[config.mk]
export PLATFORM = sky130hd
export DESIGN_NAME = iq_demux
export DESIGN_NICKNAME = d
export VERILOG_FILES = /design/src/rtl/iq_demux.sv
export SDC_FILE = /design/constraint.sdc
export NUM_CORES = 1
export LEC_CHECK = 0
export ABC_AREA = 1
export CAP_MARGIN = 20
export CORE_ASPECT_RATIO = 2
export CORE_MARGIN = 1
export CORE_UTILIZATION = 36
export CTS_BUF_LIST = sky130_fd_sc_hd__clkbuf_8
export DETAILED_ROUTE_END_ITERATION = 8
export PLACE_DENSITY = 0.73
export SETUP_SLACK_MARGIN = 0.15
export SLEW_MARGIN = 5
export SYNTH_ARGS = -nofsm -noshare
export SYNTH_HDL_FRONTEND = slang
export SYNTH_SLANG_ARGS = --single-unit
export TNS_END_PERCENT = 20
[constraint.sdc]
create_clock -name clk -period 3.75 [get_ports clk]
set_input_delay 0.75 -clock clk [delete_from_list [all_inputs] [get_ports clk]]
set_output_delay 0.75 -clock clk [all_outputs]
set_load 0.005 [all_outputs]
[src/rtl/iq_demux.sv]
module iq_demux #(
  parameter int DATA_W   = 16,
  parameter int ACC_W    = 32,
  parameter int CFG_AW   = 4,
  parameter int CFG_DW   = 8,
  parameter int MODE_REG = 9,
  parameter int MODE_BIT = 3
) (
  input  logic              clk,
  input  logic              rst_n,
  input  logic              cfg_we,
  input  logic [CFG_AW-1:0] cfg_addr,
  input  logic [CFG_DW-1:0] cfg_wdata,
  input  logic              tx_en,
  input  logic              q_flag,
  input  logic [DATA_W-1:0] din,
  input  logic              phase_clr,
  input  logic [ACC_W-1:0]  freq_word,
  output logic [DATA_W-1:0] i_out,
  output logic [DATA_W-1:0] q_out,
  output logic              pair_valid,
  output logic [ACC_W-1:0]  phase_acc
);
  localparam logic [DATA_W-1:0] MID = {1'b1, {(DATA_W-1){1'b0}}};
  localparam logic [CFG_AW-1:0] MODE_ADDR = CFG_AW'(MODE_REG);

  logic              flag_mode;
  logic              pending;
  logic [DATA_W-1:0] i_hold;

  wire word_is_q = flag_mode ? q_flag : pending;
  wire take_pair = tx_en && word_is_q && pending;

  always_ff @(posedge clk or negedge rst_n)
    if (!rst_n)
      flag_mode <= 1'b0;
    else if (cfg_we && cfg_addr == MODE_ADDR)
      flag_mode <= cfg_wdata[MODE_BIT];

  always_ff @(posedge clk or negedge rst_n)
    if (!rst_n) begin
      i_hold     <= MID;
      pending    <= 1'b0;
      i_out      <= MID;
      q_out      <= MID;
      pair_valid <= 1'b0;
    end else if (!tx_en) begin
      pending    <= 1'b0;
      i_out      <= MID;
      q_out      <= MID;
      pair_valid <= 1'b0;
    end else begin
      pair_valid <= take_pair;
      if (!word_is_q) begin
        i_hold  <= din;
        pending <= 1'b1;
      end else if (pending) begin
        i_out   <= i_hold;
        q_out   <= din;
        pending <= 1'b0;
      end
    end

  always_ff @(posedge clk or negedge rst_n)
    if (!rst_n)         phase_acc <= '0;
    else if (phase_clr) phase_acc <= '0;
    else                phase_acc <= phase_acc + freq_word;
endmodule


# == Yosys cells after proc, flatten, opt, wreduce, memory -nomap -nowiden ==
# Cells that the tools add are included.
# op_classes
eq_ne,3
n_mux,11
n_bitwise,1
reduce_logical,5
add_sub_neg,1
# ops
op,count
$mux 16,6
$add 32x32->32,1
$mux 32,1
$eq 4x4->1 const B,1
$mux 1,4
$ne 2x1->1 const B,2
$reduce_and 2->1,2
$logic_and 1x1->1,3
$not 1->1,1
# totals
regBits,83
elab_cells,28
input_bits,66
output_inout_bits,65

# == Depth between registers and ports, before layout ==
# logic_depth
ltp_word,4
ltp_mapped,13

# == Least setup slack after synthesis ==
# No wires, ideal clock.
# synth_path
path_type,in2reg
startpoint,in freq_word[0]
endpoint,reg phase_acc[28]
arrival_time_ns,2.039
setup_ns,0.119
slack_ns,1.592
cell_stages,11
n_path_buf,0
cell_sequence,ha_1 inv_1 fa_1 inv_1 nand3_1 nand3_1 nand3_1 nand3_1 nand2_1 a21oi_1 nor2_1
# synth_via
elab_chain_cells,2
# synth_rtl
element,line,text
"start, declared",18,"input logic [ACC_W-1:0] freq_word,"
$add 32x32->32,67,else phase_acc <= phase_acc + freq_word;
$mux 32,66,else if (phase_clr) phase_acc <= '0;
"end signal, assigned",67,
"end, declared",22,output logic [ACC_W-1:0] phase_acc
# Every way passes these cells.
# A chain may end at the register's enable or synchronous reset.

# == Worst setup path in the final report ==
# Same ends and word-level chain as after synthesis.

==> impl_metrics.csv <==
group,metric,value,unit
power,peakVddDrop,0.302,mV
floorplanning,fp-row-count,62,
worst_setup_path,crit_path_start_kind,"primary input",
cts,cts-resized-gates,0,
logic_synthesis,synthCells,746,
logic_synthesis,ys_seq_area_share,39.5,%
floorplanning,ios,131,
route,first_iter_violations,230,
power,p_leak,3.65,nW
worst_setup_path,cp_slowest_cell,"clkdlybuf4s50_1",
sta,hold_viol,0,
job,max_cap_viol_count,0,
sta,slew_headroom,57.8,%
global_routing,grt_use_total,22.1,%
sta,setup_violations,0,
floorplanning,coreArea,0.0144,mm²
placement,dpl.cell_count,1056,
logic_synthesis,yosys_warnings,0,
worst_setup_path,crit_type,"in -> reg",
floorplanning,start_util,36.7,%
sta,worst_slew_pin_slew,0.631,ns
finish,fillers,1419,
finish,instances_no_fill,1072,
placement,place_congestion,0.982,
finish,multiInputGateArea,0.00262,mm²
route,wl_per_cell,14.5,µm
finish,seq_area,0.00208,mm²
cts,clk_pin_slew,0.09,ns
sta,tns,0,ns
sta,finalClockSkew,0.00475,ns
placement,port_buffers,123,
logic_synthesis,syn_nets,844,
power,total_power,4.15,mW
logic_synthesis,syn_avg_cell_area,7.07,µm²
global_routing,grt_first_pass_wirelength,24.9,mm
floorplanning,fp.dieArea,0.0152,mm²
power,seqPwrFrac,29.8,%
sta,fin_crit_sh,70.5,%
route,via_per_inst,4.74,
logic_synthesis,synth_largest_area_cell,"dfrtp_1",
worst_setup_path,path_max_fanout,5,
sta,drv_slew,0,
placement,place_area,0.00674,mm²
sta,grt_setup_unrepaired,"no",
power,p_switching,1.85,mW
finish,area_growth,31.1,%
worst_setup_path,arrival,2.91,ns
finish,final_area,0.00691,mm²
worst_setup_path,rrSetupSlack,1.57,ns
cts,cts_hold_buf,0,
power,clkPwrFrac,14.7,%
power,swShare,44.7,%
power,intPower,2.29,mW
route,via_count,5082,
cts,cts-root-buf,"clkbuf_8",
logic_synthesis,ys_seq_elements,83,
hold_path,worstHoldPathType,"in -> async",
status,status,"finished clean",
finish,drive_gt1_share,7.95,%
worst_setup_path,critPathMostFrequentCell,"nand3_1",
global_routing,grt_max_degree,32,
finish,n_antenna_cell,0,
cts,clock-sinks,83,
global_routing,antenna_found_initial,0,
global_routing,grt_pass1_vias,5091,
worst_setup_path,crit_chain,"clkdlybuf4s50_1 -> ha_1 -> inv_1 -> fa_1 -> inv_1 -> nand3_1 -> nand3_1 -> nand3_1 -> nand3_1 -> nand2_1 -> a21oi_1 -> nor2_1",
sta,max_freq,378,MHz
floorplanning,die_w,87.6,µm
route,ant_nets,0,
route,drt_wl_total,15.5,mm
power,pwr-share-comb,55.5,%
cts,cts_tree,"done",
cts,cts_buffers,9,
global_routing,overflow,0,
logic_synthesis,syn_area,0.00527,mm²
sta,timing.final.crit_period,2.64,ns
logic_synthesis,synth.distinct_cells,32,
cts,cts_setup_buffers,0,
cts,clk_latency,0.37,ns
route,drc,0,
cts,h-tree-depth,3,
worst_setup_path,crit_path_max_incr_delay,0.46,ns
logic_synthesis,synth_area_leaders,"dfrtp_1, nand2_1, inv_1",
finish,final_nets,973,
power,power_density,600,mW/mm²
placement,hpwlAfterDp,12.5,mm
floorplanning,die_h,173,µm
worst_setup_path,setup.worst_path.end_class,"flop",
worst_setup_path,cp_data_required_time,4.02,ns
logic_synthesis,synth_top_area_share,38.0,%
cts,clockBufferDepth,2,
route,dr.pass1.iters,4,
## layer usage
| layer | wire, µm | up-vias | GRT usage, % |
|---|---|---|---|
| li1 | - | 2573 | - |
| met1 | 5150 | 2291 | 20.6 |
| met2 | 8650 | 168 | 41.3 |
| met3 | 749 | 50 | 4.73 |
| met4 | 988 | 0 | 14.2 |
| met5 | 0 | - | 0 |
## cells in the final DEF, fill, tap and decap left out, types with 11 or more instances in the layout
cell,n
nand2_1,246
inv_1,126
clkdlybuf4s50_1,122
dfrtp_1,80
nor2_1,60
o21ai_0,38
a21oi_1,37
ha_1,31
nand3_1,28
nand2_2,15
a22o_1,12
inv_2,11
## Yosys cell counts, drive strengths merged
cell / number
a22o: 12
dfstp: 3
nor3b: 1
a21oi: 40
xnor2: 7
fa: 1
clkinv: 1
a21o: 1
o22a: 1
ha: 31
nand2: 261
inv: 137
mux2: 1
nor3: 6
nor2: 65
o21ai: 43
and3: 1
and2: 3
nand4: 4
buf: 4
o21bai: 3
clkbuf: 7
dfrtp: 80
nand3: 33
## registers in the layout (all words and copies together), names as in the netlist
signal	cells
i_out	16
pending	1
i_hold	16
pair_valid	1
q_out	16
flag_mode	1
phase_acc	32
## power groups by stage
stage	Sequential [mW]	Combinational (mW)	Clock, mW
6_report	1.24	2.30	0.609
5_1_grt	1.26	2.59	0.658
4_1_cts	1.24	2.30	0.633
3_5_place_dp	1.25	2.29	0
3_3_place_gp	1.25	2.27	0
2_1_floorplan	1.25	1.40	0
## final cells by class
class	count	share of cell area (%)
timing repair buffer	129	18.4
clock inverter	7	0.742
sequential	83	30.1
multi-input combinational	514	38.0
tap	192	3.48
inverter	138	7.50
clock buffer	9	1.79
## stage by stage
step / utilization [%] / setup WS, ns / hold WS [ns]
6_report: 48.2 / 1.11 / 0.288
3_3_place_gp: 46.9 / 0.739 / 0.462
3_5_place_dp: 46.9 / 0.719 / 0.465
4_1_cts: 48.2 / 1.13 / 0.274
5_1_grt: 48.2 / 1.03 / 0.295
2_1_floorplan: - / 1.59 / 0.443
## critical path, delay by kind of cell
| family | cells | cell delay [ns] |
|---|---|---|
| AOI/OAI and AO/OA | 1 | 0.17 |
| buffers and inverters | 3 | 0.70 |
| adders and majority gates | 2 | 0.56 |
| and+or+nand+nor | 6 | 0.75 |
## cell families after synthesis
group                      synth area share (%)
AOI/OAI and AO/OA                          10.8
and+or+nand+nor                            29.8
DFF                                        39.5
buffers and inverters                      10.8
xor gates and xnor gates                   1.16
muxes                                     0.214
adders and majority gates                  7.74
## worst paths after layout
check / start / endpoint / depth (start not counted)
worst max-delay path: freq_word[0] / phase_acc[28] / 12
worst min-delay path: rst_n / phase_acc[21] / 1
worst max register to register: phase_acc[0] / phase_acc[28] / 11
worst min register to register: i_hold[5] / i_hold[5] / 2
max in group asynchronous: rst_n / q_out[15] / 2
min in group clk: i_hold[5] / i_hold[5] / 2
Power figures use the tool's default switching activity.
